## config.mk

```make
export PLATFORM = sky130hd
export DESIGN_NAME = xlat_mru_cache
export DESIGN_NICKNAME = d
export VERILOG_FILES = /design/src/rtl/xlat_mru_cache.sv
export SDC_FILE = /design/constraint.sdc
export NUM_CORES = 1
export LEC_CHECK = 0
export ABC_AREA = 1
export ABC_CLOCK_PERIOD_IN_PS = 25700
export CAP_MARGIN = 10
export CORE_MARGIN = 10
export CORE_UTILIZATION = 39
export CTS_BUF_LIST = sky130_fd_sc_hd__clkbuf_4 sky130_fd_sc_hd__clkbuf_8
export CTS_CLUSTER_SIZE = 12
export DETAILED_ROUTE_END_ITERATION = 6
export PLACE_DENSITY_LB_ADDON = 0.2
export SLEW_MARGIN = 20
export SYNTH_ARGS = -nofsm -noshare
export SYNTH_HDL_FRONTEND = slang
export SYNTH_SLANG_ARGS = --single-unit
export TNS_END_PERCENT = 10
```

## constraint.sdc

```tcl
create_clock -name clk -period 25.7 [get_ports clk]
set_input_delay 5.14 -clock clk [delete_from_list [all_inputs] [get_ports clk]]
set_output_delay 5.14 -clock clk [all_outputs]
set_load 0.005 [all_outputs]
```

## src/rtl/xlat_mru_cache.sv

```systemverilog
module xlat_mru_cache #(
  parameter int VA_W    = 32,
  parameter int PA_W    = 32,
  parameter int I_DEPTH = 4,
  parameter int D_DEPTH = 8
) (
  input  logic            clk,
  input  logic            rst_n,
  input  logic            flush,
  input  logic            bypass,
  input  logic            ins_valid,
  input  logic            ins_code,
  input  logic            ins_write,
  input  logic [VA_W-1:0] ins_vaddr,
  input  logic [PA_W-1:0] ins_paddr,
  input  logic            lk_valid,
  input  logic            lk_code,
  input  logic            lk_write,
  input  logic [VA_W-1:0] lk_vaddr,
  output logic            rsp_valid,
  output logic            rsp_hit,
  output logic [PA_W-1:0] rsp_paddr,
  output logic [1:0]      rsp_perm
);
  localparam int PG    = 12;
  localparam int VPN_W = VA_W - PG;
  localparam int PPN_W = PA_W - PG;

  logic [VPN_W-1:0] i_vpn [I_DEPTH];
  logic [PPN_W-1:0] i_ppn [I_DEPTH];
  logic [1:0]       i_perm[I_DEPTH];
  logic [I_DEPTH-1:0] i_vld;
  logic [VPN_W-1:0] d_vpn [D_DEPTH];
  logic [PPN_W-1:0] d_ppn [D_DEPTH];
  logic [1:0]       d_perm[D_DEPTH];
  logic [D_DEPTH-1:0] d_vld;

  wire [VPN_W-1:0] new_vpn  = ins_vaddr[VA_W-1:PG];
  wire [PPN_W-1:0] new_ppn  = ins_paddr[PA_W-1:PG];
  wire [1:0]       new_perm = ins_write ? 2'd2 : 2'd1;
  wire             take     = ins_valid && !bypass && !flush;
  wire             take_i   = take && ins_code;
  wire             take_d   = take && !ins_code;
  wire [VPN_W-1:0] lk_vpn   = lk_vaddr[VA_W-1:PG];

  always_ff @(posedge clk) begin
    if (!rst_n || flush) i_vld <= '0;
    else if (take_i)     i_vld <= {i_vld[I_DEPTH-2:0], 1'b1};
    if (!rst_n || flush) d_vld <= '0;
    else if (take_d)     d_vld <= {d_vld[D_DEPTH-2:0], 1'b1};
  end

  always_ff @(posedge clk) begin
    if (take_i) begin
      for (int k = I_DEPTH-1; k > 0; k--) begin
        i_vpn[k]  <= i_vpn[k-1];
        i_ppn[k]  <= i_ppn[k-1];
        i_perm[k] <= i_perm[k-1];
      end
      i_vpn[0]  <= new_vpn;
      i_ppn[0]  <= new_ppn;
      i_perm[0] <= new_perm;
    end
    if (take_d) begin
      for (int k = D_DEPTH-1; k > 0; k--) begin
        d_vpn[k]  <= d_vpn[k-1];
        d_ppn[k]  <= d_ppn[k-1];
        d_perm[k] <= d_perm[k-1];
      end
      d_vpn[0]  <= new_vpn;
      d_ppn[0]  <= new_ppn;
      d_perm[0] <= new_perm;
    end
  end

  logic             i_hit, d_hit;
  logic [PPN_W-1:0] i_sel_ppn, d_sel_ppn;
  logic [1:0]       i_sel_perm, d_sel_perm;

  always_comb begin
    i_hit = 1'b0; i_sel_ppn = '0; i_sel_perm = '0;
    for (int k = I_DEPTH-1; k >= 0; k--)
      if (i_vld[k] && i_vpn[k] == lk_vpn) begin
        i_hit = 1'b1; i_sel_ppn = i_ppn[k]; i_sel_perm = i_perm[k];
      end
    d_hit = 1'b0; d_sel_ppn = '0; d_sel_perm = '0;
    for (int k = D_DEPTH-1; k >= 0; k--)
      if (d_vld[k] && d_vpn[k] == lk_vpn) begin
        d_hit = 1'b1; d_sel_ppn = d_ppn[k]; d_sel_perm = d_perm[k];
      end
  end

  wire             sel_hit  = lk_code ? i_hit : d_hit;
  wire [PPN_W-1:0] sel_ppn  = lk_code ? i_sel_ppn : d_sel_ppn;
  wire [1:0]       sel_perm = lk_code ? i_sel_perm : d_sel_perm;
  wire             hit_now  = lk_valid && sel_hit && (!lk_write || sel_perm == 2'd2);

  always_ff @(posedge clk) begin
    if (!rst_n) begin
      rsp_valid <= 1'b0;
      rsp_hit   <= 1'b0;
      rsp_paddr <= '0;
      rsp_perm  <= '0;
    end else begin
      rsp_valid <= lk_valid;
      rsp_hit   <= hit_now;
      rsp_paddr <= hit_now ? {sel_ppn, {PG{1'b0}}} : '0;
      rsp_perm  <= hit_now ? sel_perm : 2'd0;
    end
  end
endmodule

```

* Yosys cells after proc, flatten, opt, wreduce, memory -nomap -nowiden
Memory sizes are Yosys's and may differ from the RTL's.
Index checks and enable logic that the tools add are counted.
** Word-level totals
- Logic and storage cells :: 96
- Memories :: 6
- Output and inout port bits :: 36
- Memory bits (writable) :: 504
- Flip-flop bits (word level) :: 48
** Cells by class
- Equal/unequal tests :: 13
- Reduce and logical (&&, ||, !) cells :: 26
- Muxes and demuxes :: 44
** Memory list
- d_ppn :: words 8, bits a word 20, read ports 8, clocked after Yosys merged registers in 0, wr ports 8, RTL line 34 : logic [PPN_W-1:0] d_ppn [D_DEPTH];
- d_vpn :: words 8, bits a word 20, read ports 8, clocked after Yosys merged registers in 0, wr ports 8, RTL line 33 : logic [VPN_W-1:0] d_vpn [D_DEPTH];
- i_ppn :: words 4, bits a word 20, read ports 4, clocked after Yosys merged registers in 0, wr ports 4, RTL line 30 : logic [PPN_W-1:0] i_ppn [I_DEPTH];
- i_vpn :: words 4, bits a word 20, read ports 4, clocked after Yosys merged registers in 0, wr ports 4, RTL line 29 : logic [VPN_W-1:0] i_vpn [I_DEPTH];
- d_perm :: words 8, bits a word 2, read ports 8, clocked after Yosys merged registers in 0, wr ports 8, RTL line 35 : logic [1:0] d_perm[D_DEPTH];
- i_perm :: words 4, bits a word 2, read ports 4, clocked after Yosys merged registers in 0, wr ports 4, RTL line 31 : logic [1:0] i_perm[I_DEPTH];
** Operators by type and width (number)
- 20-bit 2-to-1 mux :: 13
- 20-bit equality test :: 12
- 2-bit 2-to-1 mux :: 14
- 1-bit logical AND :: 18
- 1-bit 2-to-1 mux :: 17
- 1-bit zero test :: 5
- 2-bit equality test, second input constant :: 1
- 1-bit logical OR :: 2
- 2-bit AND reduction :: 1

* Logic depth before layout (Yosys ltp)
- Word-level depth :: 15
- Gate-level depth with buffers :: 25
- Gate-level depth less buffers :: 22

* Worst setup path after synthesis
OpenSTA, ideal clock, no wires.
- Path kind :: input-to-reg
- Start :: input ins_valid
- End :: register d_vld[2]
- Buffers on the path :: 0
- Path slack :: 3.181 ns
- Stages on the path :: 6
- Arrival time :: 22.383 ns
- Setup time :: 0.135 ns
- Required time :: 25.565 ns
- Cells stage by stage :: inv_1 -> nor2_1 -> nand2_1 -> nor2_1 -> inv_1 -> a211oi_1
** On the way
- Longest elaborated chain between the ends :: 3
** Ends and longest elaborated chain
- start, declared :: RTL line 11 : input logic ins_valid,
- 1-bit logical AND (2 in series) :: RTL line 41 : wire take = ins_valid && !bypass && !flush;
- 1-bit logical AND :: RTL line 43 : wire take_d = take && !ins_code;
- net take_d :: RTL line 43
- end signal, assigned :: RTL line 50 : else if (take_d) d_vld <= {d_vld[D_DEPTH-2:0], 1'b1};
- end, declared :: RTL line 36 : logic [D_DEPTH-1:0] d_vld;
The timed path passes the listed nets, and every way through them passes these cells.
A chain may end at the register's enable or synchronous reset.

* Worst setup path after layout
- Start :: input lk_vaddr[18]
- End :: register rsp_paddr[31]
** On the way
- Longest elaborated chain between the ends :: 15
** Ends and longest elaborated chain
- start, declared :: RTL line 19 : input logic [VA_W-1:0] lk_vaddr,
- 20-bit equality test :: RTL line 88 : if (d_vld[k] && d_vpn[k] == lk_vpn) begin
- 1-bit logical AND :: RTL line 88
- 2-bit 2-to-1 mux (8 in series) :: RTL line 88
- 2-bit 2-to-1 mux :: RTL line 95 : wire [1:0] sel_perm = lk_code ? i_sel_perm : d_sel_perm;
- 2-bit equality test :: RTL line 96 : wire hit_now = lk_valid && sel_hit && (!lk_write || sel_perm == 2'd2);
- 1-bit logical OR :: RTL line 96
- 1-bit logical AND :: RTL line 96
- 2-bit AND reduction (no source line)
- end signal, assigned :: RTL line 107 : rsp_paddr <= hit_now ? {sel_ppn, {PG{1'b0}}} : '0;
- end, declared :: RTL line 22 : output logic [PA_W-1:0] rsp_paddr,
Parallel ways exist; a longest one is shown, timed or not.

==> results.yml <==
grt:
  grt_use_total: 0.1605
  grt_first_pass_wirelength_um: 83850
  grt-ovfl-total: 0
  antenna_found_initial: 1
  grt_max_degree: 179
  grt_pass1_vias: 14150
final_layout:
  stdcell_count: 2845
  final_nets: 2117
  final_util: 0.4476
  drive_above_1_share: 0.1183
  area_growth_pct: 14.23
die:
  die_h_um: 260.3
  dieArea_um2: 67760
  start_util: 0.3919
  core_um2: 57480
  rows: 88
  die_width_um: 260.3
  io_pins: 142
setup_path:
  path_max_fanout: 24
  worst-setup-path-type: "input port to flop"
  cpMostUsedCell: "nand2_1"
  cp-end-kind: "flop"
  cp_top_family: "simple AND/OR/NAND/NOR gates"
  crit_buf_inv: 3
  crit_path_start_kind: "input port"
  cp_slowest_cell: "clkdlybuf4s50_1"
  critPathArrivalTime_ns: 9.63
  path_cells: "clkdlybuf4s50_1, inv_1, nand2_1, nand2_1, nor2_1, nand2_1, nor2_1, nand2_1, nor2_4, inv_2, nor2_1, nor2_1, nand2_1, nand3b_1, a21oi_2, nand3_1, nand2_1, nand2_2, nor2_1"
  required_ns: 26.28
  max_stage_delay_ns: 1.02
sta:
  rsz0062_at_grt: "false"
  finalHoldViolations: 0
  maxSlewViolCount: 0
  maxSlewHeadroom: 0.3056
  fin_worst_skew_ns: 0.03288
  worst_pin_slew_ns: 1.042
  fin_tns_setup_ns: 0
  min_period_ns: 9.056
  period_share: 0.3524
  max_freq_ghz: 0.1104
  setup_violations: 0
  hold_slack_ns: 0.4312
routing:
  firstDrtPassIters: 7
  drtIter0Drc: 1357
  vias: 14200
  wl_um: 54770
  via_per_inst: 4.991
  wl_per_cell_um: 19.25
  post-route-drc-count: 0
  antenna_left: 0
placement:
  portBuffers: 93
  gp_congestion: 0.8898
  dpl.cell_count: 2686
  hpwl_um: 36210
yosys:
  ys_types: 44
  synth-edff-count: 504
  synth-seq-cells: 540
  ys_seq_area_frac: 0.7040
  yosys_warnings: 0
  synthFlopType: "edfxtp_1"
  async_flop_share: 0
  syn_area_per_cell_um2: 11.84
  netlist_instances: 1902
  synth_area_um2: 22520
clock_network:
  cts_setup_buffers: 0
  cts.sinks: 540
  clk_pin_slew_ns: 0.06
  numCtsBuffers: 88
  cts-root-buf: "clkbuf_8"
  hold_buffers: 0
  cts_tree: "yes"
  clk_path_buf_depth: 3
  cts_resized: 0
  clock_latency_ns: 0.66
  h-tree-depth: 3
worst_hold_path:
  hold_path_class: "flop to flop"
run_status:
  status: "complete, no violations"
power:
  leakage_nw: 9.078
  power.density_nw_per_um2: 69.28
  power_w: 0.001782
  ir_worst_vdd_v: 0.00002857
job:
  max_cap_viol_count: 0
power breakdown:
part / switching, W / leakage (nW) / internal [W]
Sequential: 0.00000633 / 4.87 / 0.000966
Combinational: 0.0000462 / 3.26 / 0.0000236
Clock: 0.000328 / 0.948 / 0.000412
path summary, 6_finish.rpt:
kind                                    from       endpoint  slack (ns)  cells after the start
worst min-delay path            d_ppn[1][25]   d_ppn[1][45]        0.43                      0
worst min register to register  d_ppn[1][25]   d_ppn[1][45]        0.43                      0
worst max register to register  d_vpn[1][35]  rsp_paddr[31]       21.97                     15
worst max-delay path            lk_vaddr[18]  rsp_paddr[31]       16.64                     19
layer usage:
metal | vias to the layer above | global-route usage | share of wire
met5 | - | 0 | 0
met2 | 450 | 0.2432 | 0.45
met1 | 6772 | 0.2262 | 0.46
li1 | 6878 | - | -
met4 | 0 | 0.06330 | 0.025
met3 | 100 | 0.02811 | 0.065
layout make-up:
| type | instances | area (um^2) |
|---|---|---|
| Fill cell | 5290 | 31750 |
| Sequential cell | 540 | 15860 |
| Multi-Input combinational cell | 1190 | 5794 |
| Clock buffer | 141 | 1678 |
| Timing Repair Buffer | 103 | 1018 |
| Tap cell | 765 | 957.2 |
| Inverter | 88 | 337.8 |
| Clock inverter | 17 | 85.08 |
| Antenna cell | 1 | 2.502 |
sequential cells by signal, summed over array words and instances, names as in the netlist:
register   flops
d_perm        16
rsp_hit        1
d_vld          8
i_vld          4
d_vpn        160
i_perm         8
rsp_perm       2
i_vpn         80
rsp_paddr     20
rsp_valid      1
i_ppn         80
d_ppn        160
synth_stat cells, drive strengths merged (3+ instances only):
cell | n | area share
dfxtp | 36 | 0.032
a211oi | 20 | 0.0071
nor3 | 5 | 0.0018
a221oi | 5 | 0.0022
clkbuf | 32 | 0.0053
a22o | 5 | 0.0019
xnor2 | 48 | 0.019
nand4 | 29 | 0.0081
o2111ai | 3 | 0.0012
edfxtp | 504 | 0.67
or2 | 20 | 0.0056
inv | 87 | 0.015
nand3b | 3 | 0.0010
o211ai | 23 | 0.0077
xor2 | 16 | 0.0062
o21ai | 116 | 0.026
nor2 | 200 | 0.037
a21oi | 102 | 0.023
buf | 63 | 0.021
nand3 | 76 | 0.019
nand2 | 473 | 0.079
o22ai | 28 | 0.0078
kinds of logic (layout without fill, tap and decap cells):
kind of cell              Yosys count  count (layout)  synth area share
AOI/OAI and AO/OA                 305             305           0.07761
xor gates and xnor gates           64              64           0.02489
buffers and inverters             183             349           0.04150
DFF                               540             540            0.7040
other                               1              13         0.0001665
and+or+nand+nor                   809             809            0.1519
cells in the final DEF, fill, tap and decap left out, drive strengths merged:
| master | instances |
|---|---|
| o211ai | 23 |
| o221ai | 2 |
| clkdlybuf4s50 | 93 |
| xnor2 | 48 |
| or2 | 20 |
| o22ai | 28 |
| buf | 10 |
| a22o | 5 |
| a21boi | 1 |
| nor2 | 200 |
| xor2 | 16 |
| nor3 | 5 |
| nand2 | 473 |
| nand4 | 29 |
| clkbuf | 141 |
| diode | 1 |
| edfxtp | 504 |
| conb | 12 |
| a221oi | 5 |
| and3 | 2 |
| inv | 89 |
| clkinvlp | 2 |
| a211oi | 20 |
| o21ai | 116 |
| nand3 | 76 |
| o2111ai | 3 |
| dfxtp | 36 |
| nand3b | 3 |
| clkinv | 14 |
| a21oi | 102 |
| nor4 | 1 |
worst register-to-register path: cells and delay by family, from the launching register on:
family / cells / cell delay, ns
simple gates: 11 / 2.38
compound gates: 4 / 0.90
flops: 1 / 0.39
metrics by stage:
stage	worst slack (ns)	instance area [um^2]
after floorplan	3.181	22560
after global placement	15.95	23950
after detailed placement	15.95	23950
after CTS	16.68	25720
after global routing	16.15	25730
final	16.64	25730
No activity file was read; power rests on OpenSTA's default activity.
